<file path="src/rtl/cds_pkg.sv">
package cds_pkg;
   typedef enum logic [1:0] {
      CDS_SEL_STAGE,
      CDS_SEL_SEQ,
      CDS_SEL_BUSY,
      CDS_SEL_NONE
   } cds_sel_e;
endpackage

</file>
<file path="src/rtl/cds_regfile.sv">
module cds_regfile
   import cds_pkg::*;
#(
   parameter int NUM_DOM  = 4,
   parameter int DIV_W    = 8,
   parameter int DATA_W   = 16,
   parameter int ADDR_W   = 3,
   parameter bit READ_REG = 1'b0
) (
   input  logic                     clk,
   input  logic                     rst_n,
   input  logic                     wr_en,
   input  logic [ADDR_W-1:0]        addr,
   input  logic [DATA_W-1:0]        wdata,
   input  logic [NUM_DOM-1:0]       en_q,
   input  logic [NUM_DOM-1:0]       busy_q,
   output logic [NUM_DOM*DIV_W-1:0] staged_flat,
   output logic [NUM_DOM-1:0]       set_req,
   output logic [DATA_W-1:0]        rdata
);
   localparam int SEQ_ADDR  = NUM_DOM;
   localparam int BUSY_ADDR = NUM_DOM + 1;

   cds_sel_e          sel;
   logic              seq_hit;
   logic [DATA_W-1:0] rd_next;

   assign seq_hit = wr_en && (addr == ADDR_W'(SEQ_ADDR));
   assign set_req = seq_hit ? wdata[NUM_DOM-1:0] : '0;

   generate
      for (genvar gi = 0; gi < NUM_DOM; gi++) begin : g_stage
         logic [DIV_W-1:0] stage_q;
         always_ff @(posedge clk) begin
            if (!rst_n)
               stage_q <= DIV_W'(1);
            else if (wr_en && addr == ADDR_W'(gi))
               stage_q <= wdata[DIV_W-1:0];
         end
         assign staged_flat[gi*DIV_W +: DIV_W] = stage_q;

         a_r11_stage_write: assert property (@(posedge clk) disable iff (!rst_n)
            (wr_en && addr == ADDR_W'(gi)) |=> (stage_q == $past(wdata[DIV_W-1:0])));
      end
   endgenerate

   always_comb begin
      if (int'(addr) < NUM_DOM)        sel = CDS_SEL_STAGE;
      else if (int'(addr) == SEQ_ADDR)  sel = CDS_SEL_SEQ;
      else if (int'(addr) == BUSY_ADDR) sel = CDS_SEL_BUSY;
      else                              sel = CDS_SEL_NONE;
   end

   always_comb begin
      rd_next = '0;
      unique case (sel)
         CDS_SEL_STAGE: begin
            for (int i = 0; i < NUM_DOM; i++)
               if (addr == ADDR_W'(i))
                  rd_next = DATA_W'(staged_flat[i*DIV_W +: DIV_W]);
         end
         CDS_SEL_SEQ:  rd_next = DATA_W'(en_q);
         CDS_SEL_BUSY: rd_next = DATA_W'(busy_q);
         default:      rd_next = '0;
      endcase
   end

   generate
      if (READ_REG) begin : g_rd_flop
         always_ff @(posedge clk) begin
            if (!rst_n) rdata <= '0;
            else        rdata <= rd_next;
         end
      end else begin : g_rd_comb
         assign rdata = rd_next;
      end
   endgenerate
endmodule

</file>
<file path="src/rtl/cds_commit.sv">
module cds_commit #(
   parameter int DIV_W = 8
) (
   input  logic             clk,
   input  logic             rst_n,
   input  logic             set_req,
   input  logic [DIV_W-1:0] staged,
   input  logic             tick,
   output logic             en_q,
   output logic             busy_q,
   output logic [DIV_W-1:0] live
);
   logic [DIV_W-1:0] pend_q;
   logic [DIV_W-1:0] staged_fix;

   assign staged_fix = (staged == '0) ? DIV_W'(1) : staged;

   always_ff @(posedge clk) begin
      if (!rst_n) begin
         en_q   <= 1'b0;
         busy_q <= 1'b0;
         pend_q <= DIV_W'(1);
         live   <= DIV_W'(1);
      end else begin
         if (set_req && !en_q) begin
            en_q   <= 1'b1;
            pend_q <= staged_fix;
         end
         if (en_q && !busy_q)
            busy_q <= 1'b1;
         if (busy_q && tick) begin
            live   <= pend_q;
            busy_q <= 1'b0;
            en_q   <= 1'b0;
         end
      end
   end

   a_r4_busy_after_enable: assert property (@(posedge clk) disable iff (!rst_n)
      $rose(en_q) |=> busy_q);
   a_r5_live_holds: assert property (@(posedge clk) disable iff (!rst_n)
      !(busy_q && tick) |=> $stable(live));
   a_r6_live_nonzero: assert property (@(posedge clk) disable iff (!rst_n)
      live != '0);
   a_r7_enable_clears: assert property (@(posedge clk) disable iff (!rst_n)
      $fell(busy_q) |-> !en_q);
   a_r3_busy_needs_enable: assert property (@(posedge clk) disable iff (!rst_n)
      busy_q |-> en_q);
endmodule

</file>
<file path="src/rtl/cds_divcnt.sv">
module cds_divcnt #(
   parameter int DIV_W = 8
) (
   input  logic             clk,
   input  logic             rst_n,
   input  logic [DIV_W-1:0] live,
   output logic             tick
);
   logic [DIV_W-1:0] cnt_q;

   assign tick = (cnt_q >= live - DIV_W'(1));

   always_ff @(posedge clk) begin
      if (!rst_n)    cnt_q <= '0;
      else if (tick) cnt_q <= '0;
      else           cnt_q <= cnt_q + DIV_W'(1);
   end

   a_r10_cnt_in_range: assert property (@(posedge clk) disable iff (!rst_n)
      cnt_q < live);
endmodule

</file>
<file path="src/rtl/clkdiv_stage_ctrl.sv">
module clkdiv_stage_ctrl #(
   parameter int NUM_DOM  = 4,
   parameter int DIV_W    = 8,
   parameter int DATA_W   = 16,
   parameter int ADDR_W   = 3,
   parameter bit READ_REG = 1'b0
) (
   input  logic                     clk,
   input  logic                     rst_n,
   input  logic                     reg_wr,
   input  logic [ADDR_W-1:0]        reg_addr,
   input  logic [DATA_W-1:0]        reg_wdata,
   output logic [DATA_W-1:0]        reg_rdata,
   output logic [NUM_DOM*DIV_W-1:0] live_div,
   output logic [NUM_DOM-1:0]       div_busy,
   output logic [NUM_DOM-1:0]       div_tick
);
   localparam int MAP_SIZE = NUM_DOM + 2;

   generate
      if (MAP_SIZE > (1 << ADDR_W)) begin : g_chk_addr
         $error("ADDR_W too small for the register map");
      end
      if (DATA_W < DIV_W || DATA_W < NUM_DOM) begin : g_chk_data
         $error("DATA_W must hold a ratio and all commit bits");
      end
      if (DIV_W < 1 || NUM_DOM < 1) begin : g_chk_min
         $error("DIV_W and NUM_DOM must be at least 1");
      end
   endgenerate

   logic [NUM_DOM*DIV_W-1:0] staged_flat;
   logic [NUM_DOM-1:0]       set_req;
   logic [NUM_DOM-1:0]       en_vec;

   cds_regfile #(
      .NUM_DOM (NUM_DOM),
      .DIV_W   (DIV_W),
      .DATA_W  (DATA_W),
      .ADDR_W  (ADDR_W),
      .READ_REG(READ_REG)
   ) u_regs (
      .clk        (clk),
      .rst_n      (rst_n),
      .wr_en      (reg_wr),
      .addr       (reg_addr),
      .wdata      (reg_wdata),
      .en_q       (en_vec),
      .busy_q     (div_busy),
      .staged_flat(staged_flat),
      .set_req    (set_req),
      .rdata      (reg_rdata)
   );

   generate
      for (genvar gd = 0; gd < NUM_DOM; gd++) begin : g_dom
         cds_commit #(.DIV_W(DIV_W)) u_commit (
            .clk    (clk),
            .rst_n  (rst_n),
            .set_req(set_req[gd]),
            .staged (staged_flat[gd*DIV_W +: DIV_W]),
            .tick   (div_tick[gd]),
            .en_q   (en_vec[gd]),
            .busy_q (div_busy[gd]),
            .live   (live_div[gd*DIV_W +: DIV_W])
         );
         cds_divcnt #(.DIV_W(DIV_W)) u_cnt (
            .clk  (clk),
            .rst_n(rst_n),
            .live (live_div[gd*DIV_W +: DIV_W]),
            .tick (div_tick[gd])
         );
      end
   endgenerate

   a_r9_busy_subset: assert property (@(posedge clk) disable iff (!rst_n)
      (div_busy & ~en_vec) == '0);
endmodule

</file>
<file path="config.mk">
export PLATFORM = sky130hd
export DESIGN_NAME = clkdiv_stage_ctrl
export DESIGN_NICKNAME = d
export VERILOG_FILES = /design/src/rtl/cds_pkg.sv /design/src/rtl/cds_regfile.sv /design/src/rtl/cds_commit.sv /design/src/rtl/cds_divcnt.sv /design/src/rtl/clkdiv_stage_ctrl.sv
export SDC_FILE = /design/constraint.sdc
export NUM_CORES = 1
export LEC_CHECK = 0
export BUFFER_PORTS_ARGS = -buffer_cell sky130_fd_sc_hd__buf_2
export CAP_MARGIN = 20
export CORE_ASPECT_RATIO = 2
export CORE_MARGIN = 3
export CORE_UTILIZATION = 55
export CTS_BUF_LIST = sky130_fd_sc_hd__clkbuf_8
export DETAILED_ROUTE_END_ITERATION = 10
export PLACE_DENSITY = 0.83
export SETUP_SLACK_MARGIN = 0.02
export SYNTH_ARGS = -nofsm -noshare
export SYNTH_HDL_FRONTEND = slang
export SYNTH_HIERARCHICAL = 1
export SYNTH_SLANG_ARGS = --single-unit
</file>
<file path="constraint.sdc">
create_clock -name clk -period 3.3 [get_ports clk]
set_clock_uncertainty 0.1 [all_clocks]
set_input_delay 0.66 -clock clk [delete_from_list [all_inputs] [get_ports clk]]
set_output_delay 0.66 -clock clk [all_outputs]
set_load 0.05 [all_outputs]
</file>
==> flow_summary.yaml, run 1 <==
sta:
  max_freq_ghz: 0.289
  setup_violations: 9
  slew_worst_pin_ns: 0.673
  period_needed_ns: 3.46
  rsz_0062_raised_after_global_routing: "yes"
  hold_violations: 0
  fin_setup_tns_ns: -0.820
  fin_ws_ns: -0.164
  normalized_max_slew_margin_pct: 54.9
  timing.final.max_slew_violations: 0
  final_min_period_over_clock_period_pct: 105
  whs_ns: 0.346
route:
  routed-wl-met2_mm: 9.40
  drt_iter0_markers: 260
  ant_nets: 0
  drc_errors: 0
  top_signal_layer_used: "met4"
  total_wire_length_after_detailed_routing_mm: 16.7
  drt-met1-wl_mm: 5.97
  vias: 5600
  wire_per_inst_um: 16.7
  drt_pass1_iterations: 7
  met3RoutedLength_um: 564
  drt-vias-per-instance: 5.59
synth:
  post_synth_edffs: 0
  adder_cell_share_of_the_synthesized_area_pct: 7.42
  synth.distinct_cells: 50
  yosysSeqAreaShare_pct: 40.3
  synth_top_cells_by_count: "sky130_fd_sc_hd__nand2_1 (157), sky130_fd_sc_hd__dfxtp_1 (136), sky130_fd_sc_hd__nor2_1 (62)"
  synth_xor_area_share_pct: 6.23
  synthesized_area_fraction_occupied_by_and_or_nand_nor_cells_pct: 23.2
  syn_avg_cell_area_um2: 8.84
  synth_compound_area_share_pct: 14.5
  postSynth.topFlopCell: "sky130_fd_sc_hd__dfxtp_1"
  mux_contribution_to_synthesized_area_pct: 3.76
  postSynthRegisterBits: 136
  ys_async_sr_fraction_pct: 0
  yosys.area.top_type: "sky130_fd_sc_hd__dfxtp_1"
  mappedNetlistArea_um2: 6750
  synth_top_area_share_pct: 40.3
  synth_top_family_by_area: "simple AND/OR/NAND/NOR gates"
  synth_area_leaders: "sky130_fd_sc_hd__dfxtp_1 (40%), sky130_fd_sc_hd__nand2_1 (8.7%), sky130_fd_sc_hd__ha_1 (7.4%), sky130_fd_sc_hd__a21boi_1 (6.2%), sky130_fd_sc_hd__xnor2_1 (4.2%)"
  yosys_warnings: 6
  post-synth-top-count-cell: "sky130_fd_sc_hd__nand2_1"
  synthesis.instances: 763
floorplanning:
  core_area_um2: 11800
  dieHeight_um: 163
  boundaryPins: 78
  floorplan.initialDensity_pct: 57.0
  fp-row-count: 56
  die_area_um2: 13700
  floorplan.die.width_um: 84.3
critical_path:
  timing.setup.critical_path_class: "reg2out"
  cp_slowest_stage_delay_ns: 0.40
  worstPathArrival_ns: 2.70
  critical_path.cell_chain: "inv_4 > ha_4 > nand2_2 > nor3_4 > xnor2_1 > ha_1 > nand4_1 > or3_4 > o211ai_1 > buf_4"
  cp_slowest_cell: "sky130_fd_sc_hd__or3_4"
  crit_required_ns: 2.54
  cp_max_fo: 3
  crit_path_start_kind: "register"
  worst_setup_path_end_kind: "output port"
clock_tree:
  tritoncts: "yes"
  cts_made_buffers: 17
  clk_transition_reported_paths_ns: 0.08
  clk-insertion-delay-late_ns: 0.43
  cts_max_level: 4
  clock_sink_count: 136
  cts_root_cell: "sky130_fd_sc_hd__clkbuf_8"
  clock_path_buffers: 2
power_and_ir_drop:
  irDropWorstVdd_mv: 0.359
  leakage_power_nw: 3.21
  powerDensity_nw_per_um2: 444
grt:
  grt_overflow_total: 0
  grt_usage_pct: 24.0
  vias_in_the_first_global_route: 5678
  grt_start_max_net_pins: 65
  first_pass_grt_wire_length_mm: 26.6
  antenna_found_initial: 0
placed_design:
  gp_congestion: 0.850
  detailed_place_hpwl_mm: 11.1
  port_buffers: 61
run:
  max-cap-violations: 0
finish:
  syn2layout_area_growth_pct: 19.5
  final_net_count: 906
  final_layout_size_suffix_gt1_share_pct: 24.4
  layout.filler_cells: 883
  number_of_diodes_added_for_antenna_fixing: 0
status:
  violations: "negative setup slack"
  run_status: "complete, but fails checks"
worst_hold_path:
  timing.hold.worst.class: "reg2reg"
-- final timing paths --
path                            cells after the start  slack [ns]                                     start                                      to
worst max-delay path                               10       -0.16    g_dom[1].u_commit/live[1]$_SDFFE_PN0P_                             div_tick[1]
worst min-delay path                                2        0.35  g_dom[2].u_commit/pend_q[3]$_SDFFE_PN0P_  g_dom[2].u_commit/live[3]$_SDFFE_PN0P_
worst max register to register                     19       -0.09    g_dom[1].u_commit/live[1]$_SDFFE_PN0P_      g_dom[1].u_cnt/cnt_q[2]$_SDFF_PP0_
worst min register to register                      2        0.35  g_dom[2].u_commit/pend_q[3]$_SDFFE_PN0P_  g_dom[2].u_commit/live[3]$_SDFFE_PN0P_
-- final cells by class --
type | count | area, um2 | area share (%)
Multi-Input combinational cell | 579 | 4040 | 50.1
Timing Repair Buffer | 94 | 573 | 7.11
Tap cell | 145 | 181 | 2.25
Clock buffer | 19 | 262 | 3.24
Sequential cell | 136 | 2760 | 34.2
Clock inverter | 13 | 181 | 2.25
Inverter | 16 | 70.1 | 0.869
-- placed cells by master (no fill, tap or decap), types with 3 or more instances in the layout --
| cell type | Yosys | layout |
|---|---|---|
| sky130_fd_sc_hd__nor3_1 | 12 | 9 |
| sky130_fd_sc_hd__nor2b_1 | 8 | 8 |
| sky130_fd_sc_hd__dfxtp_4 | 0 | 6 |
| sky130_fd_sc_hd__a21oi_1 | 8 | 7 |
| sky130_fd_sc_hd__ha_1 | 40 | 35 |
| sky130_fd_sc_hd__nor4_4 | 0 | 4 |
| sky130_fd_sc_hd__mux4_2 | 3 | 3 |
| sky130_fd_sc_hd__xnor2_1 | 32 | 30 |
| sky130_fd_sc_hd__nand2_2 | 0 | 4 |
| sky130_fd_sc_hd__nand3_1 | 39 | 36 |
| sky130_fd_sc_hd__nand2_1 | 157 | 152 |
| sky130_fd_sc_hd__dfxtp_1 | 136 | 120 |
| sky130_fd_sc_hd__clkinv_4 | 0 | 3 |
| sky130_fd_sc_hd__and2_1 | 8 | 7 |
| sky130_fd_sc_hd__a21boi_1 | 56 | 56 |
| sky130_fd_sc_hd__o221ai_1 | 3 | 3 |
| sky130_fd_sc_hd__nand2b_1 | 9 | 9 |
| sky130_fd_sc_hd__o21ai_0 | 24 | 22 |
| sky130_fd_sc_hd__a211oi_2 | 4 | 4 |
| sky130_fd_sc_hd__and3_1 | 14 | 14 |
| sky130_fd_sc_hd__bufinv_16 | 0 | 3 |
| sky130_fd_sc_hd__clkbuf_8 | 0 | 19 |
| sky130_fd_sc_hd__inv_1 | 16 | 12 |
| sky130_fd_sc_hd__buf_4 | 12 | 36 |
| sky130_fd_sc_hd__a211o_1 | 4 | 4 |
| sky130_fd_sc_hd__or3_1 | 5 | 4 |
| sky130_fd_sc_hd__inv_6 | 0 | 5 |
| sky130_fd_sc_hd__o21ai_2 | 7 | 9 |
| sky130_fd_sc_hd__nand3_2 | 3 | 5 |
| sky130_fd_sc_hd__o21ai_1 | 6 | 6 |
| sky130_fd_sc_hd__buf_2 | 14 | 56 |
| sky130_fd_sc_hd__mux2i_1 | 16 | 16 |
| sky130_fd_sc_hd__dfxtp_2 | 0 | 10 |
| sky130_fd_sc_hd__nor4_2 | 4 | 4 |
| sky130_fd_sc_hd__nor2_1 | 62 | 59 |
| sky130_fd_sc_hd__xor2_1 | 16 | 16 |
| sky130_fd_sc_hd__conb_1 | 1 | 8 |
| sky130_fd_sc_hd__ha_4 | 0 | 3 |
-- stage by stage --
stage                     cell area, um2  total power [mW]  setup slack, ns  util [%]  std cells
final                               8060              3.58           -0.164      68.1       1002
after global routing                8060              3.70           -0.269      68.1       1002
after CTS                           7750              3.58          -0.0842      65.5        994
after floorplan                     6790              1.97            0.108         -        770
after detailed placement            7070              2.04            0.204      59.7        941
after global placement              7070              2.03            0.283      59.7        941
-- routing by layer --
layer | vias up | track usage [%]
met3 | 51 | 4.10
met2 | 154 | 45.8
met1 | 2635 | 23.2
met4 | 0 | 14.6
li1 | 2760 | -
met5 | - | 0
-- worst max-delay path, delay by kind of cell (launching register included) --
kind | cells | cell delay [ns]
DFF | 1 | 0.37
buffers and inverters | 2 | 0.33
AOI/OAI and AO/OA | 1 | 0.13
and+or+nand+nor | 4 | 0.82
adders and majority gates | 2 | 0.50
xor gates and xnor gates | 1 | 0.11
-- cell families (layout without fill, tap and decap cells) --
group,Yosys count,after routing
other cells,1,8
flops,136,136
simple gates,336,336
xor+xnor,48,48
compound gates,127,127
fa+ha+maj,40,40
buf+inv,55,142
mux,20,20
-- power by group --
group / switching [mW] / internal, mW
clock network: 0.687 / 0.812
logic: 0.243 / 0.162
registers: 0.0249 / 1.65
total: 0.955 / 2.63
-- registers in the layout (all words and copies together) (netlist names) --
| register | cells |
|---|---|
| g_dom.u_cnt/cnt_q | 32 |
| g_dom.u_commit/en_q | 4 |
| g_dom.u_commit/pend_q | 32 |
| g_dom.u_commit/live | 32 |
| u_regs/g_stage.stage_q | 32 |
| g_dom.u_commit/busy_q | 4 |
-- what timing repair did --
action                                  in CTS  in global routing
hold buffers                                 0                  0
pin swaps                                    8                 33
gates resized for setup                     26                 55
buffers inserted                            21                 10
endpoints found under the setup margin       4                 21
(Power assumes the default switching activity.)
==> run 2: changes to the inputs <==
Settings changed: CORE_ASPECT_RATIO 2 to 1.1.
==> flow_summary.yaml, run 2 (synthesis results as in run 1) <==
floorplanning:
  die_area_um2: 13600
  fp-row-count: 41
  boundaryPins: 78
  core_area_um2: 11700
  dieHeight_um: 122
  floorplan.die.width_um: 112
  floorplan.initialDensity_pct: 57.4
route:
  drt_iter0_markers: 241
  ant_nets: 0
  total_wire_length_after_detailed_routing_mm: 14.0
  vias: 5323
  wire_per_inst_um: 14.3
  drc_errors: 0
  drt_pass1_iterations: 5
  drt-vias-per-instance: 5.44
grt:
  vias_in_the_first_global_route: 4755
  first_pass_grt_wire_length_mm: 22.8
  antenna_found_initial: 0
  grt_overflow_total: 0
  grt_usage_pct: 20.6
  grt_start_max_net_pins: 79
sta:
  timing.final.max_slew_violations: 0
  slew_worst_pin_ns: 0.750
  hold_violations: 0
  final_min_period_over_clock_period_pct: 102
  rsz_0062_raised_after_global_routing: "yes"
  period_needed_ns: 3.36
  normalized_max_slew_margin_pct: 50.0
  fin_ws_ns: -0.0565
  max_freq_ghz: 0.298
  setup_violations: 1
clock_tree:
  cts_root_cell: "sky130_fd_sc_hd__clkbuf_8"
  clock_path_buffers: 2
  cts_max_level: 4
  clk-insertion-delay-late_ns: 0.44
  cts_made_buffers: 17
  clock_sink_count: 136
  tritoncts: "yes"
  clk_transition_reported_paths_ns: 0.07
critical_path:
  crit_required_ns: 2.54
  crit_path_start_kind: "register"
  worstPathArrival_ns: 2.60
  timing.setup.critical_path_class: "reg2out"
  cp_max_fo: 4
  worst_setup_path_end_kind: "output port"
finish:
  final_net_count: 882
  mostFrequentLayoutCells: "sky130_fd_sc_hd__nand2_1 (155), sky130_fd_sc_hd__dfxtp_1 (118), sky130_fd_sc_hd__nor2_1 (60)"
  number_of_diodes_added_for_antenna_fixing: 0
  layout_commonest_cell: "sky130_fd_sc_hd__nand2_1"
  syn2layout_area_growth_pct: 13.7
  layout.filler_cells: 963
  final_standard_cell_count_with_taps_included_and_fillers_excluded: 979
  final_layout_size_suffix_gt1_share_pct: 20.6
placed_design:
  gp_congestion: 0.839
  port_buffers: 61
  placed_cells: 944
  detailed_place_hpwl_mm: 9.91
power_and_ir_drop:
  irDropWorstVdd_mv: 0.252
  overall_power_consumption_mw: 3.26
  leakage_power_nw: 3.04
  powerDensity_nw_per_um2: 425
status:
  violations: "negative setup slack"
  run_status: "complete, but fails checks"
worst_hold_path:
  timing.hold.worst.class: "reg2reg"
run:
  max-cap-violations: 0
[run 2: changes by cell type in the layout (fill, tap and decap cells not counted), sizes merged]
cell,change
bufinv,-2
buf,-24
clkbuf,+2
inv,-3
clkinvlp,-1
[run 2: final cells by class]
| cell class | instances | area [um2] | share of cell area (%) |
|---|---|---|---|
| inverters | 16 | 62.6 | 0.815 |
| clock buffers | 21 | 289 | 3.77 |
| clock inverters | 7 | 56.3 | 0.734 |
| multi-input cells | 579 | 3940 | 51.3 |
| flip-flops and latches | 136 | 2750 | 35.8 |
| repair buffers | 70 | 393 | 5.12 |
| well taps | 150 | 188 | 2.45 |
[run 2: power by group]
part / total [mW] / internal [mW] / switching, mW
Combinational: 0.352 / 0.131 / 0.221
Sequential: 1.68 / 1.66 / 0.0222
Clock: 1.22 / 0.646 / 0.577
Total: 3.26 / 2.44 / 0.821
[run 2: through the flow]
stage	utilization (%)	worst slack [ns]	hold slack, ns	TNS (ns)	cell area [um2]
2_1_floorplan	-	0.108	0.324	0	6790
3_3_place_gp	60.1	0.301	0.336	0	7060
3_5_place_dp	60.1	0.238	0.337	0	7060
4_1_cts	63.9	-0.105	0.348	-0.155	7510
5_1_grt	65.3	-0.156	0.366	-0.232	7670
6_report	65.3	-0.0565	0.340	-0.0565	7670
[run 2: timing repair]
| item | CTS | global route |
|---|---|---|
| hold buffers | 0 | 0 |
| setup endpoints to repair | 4 | 4 |
| resized for setup | 24 | 34 |
| gates cloned | 0 | 0 |
| buffers inserted | 3 | 4 |
| pin swaps | 8 | 14 |
[run 2: per-layer routing]
layer  up-vias  track usage, %  part of all wire, %
li1       2707               -                    -
met2       138            32.0                   46
met3        33            4.52                  5.3
met1      2445            27.6                   46
met4         0            9.13                  2.3
met5         -               0                    0
[run 2: path summary, 6_finish.rpt]
path | end | cells after the start | start | slack (ns)
worst max register to register | g_dom[1].u_commit/live[4]$_SDFFE_PN0P_ | 12 | g_dom[1].u_commit/live[0]$_SDFFE_PN1P_ | 0.53
worst max-delay path | div_tick[1] | 9 | g_dom[1].u_commit/live[0]$_SDFFE_PN1P_ | -0.06
worst min register to register | g_dom[3].u_commit/live[1]$_SDFFE_PN0P_ | 2 | g_dom[3].u_commit/pend_q[1]$_SDFFE_PN0P_ | 0.34
worst min-delay path | g_dom[3].u_commit/live[1]$_SDFFE_PN0P_ | 2 | g_dom[3].u_commit/pend_q[1]$_SDFFE_PN0P_ | 0.34
[run 2: worst max-delay path: stages (launching register included)]
cell and delay, ns:
sky130_fd_sc_hd__dfxtp_2 0.36, sky130_fd_sc_hd__inv_2 0.06, sky130_fd_sc_hd__ha_4 0.16, sky130_fd_sc_hd__xnor2_1 0.16
sky130_fd_sc_hd__ha_1 0.28, sky130_fd_sc_hd__a211o_1 0.31, sky130_fd_sc_hd__a31oi_1 0.29, sky130_fd_sc_hd__or3_4 0.19
sky130_fd_sc_hd__o211ai_1 0.13, sky130_fd_sc_hd__buf_4 0.22
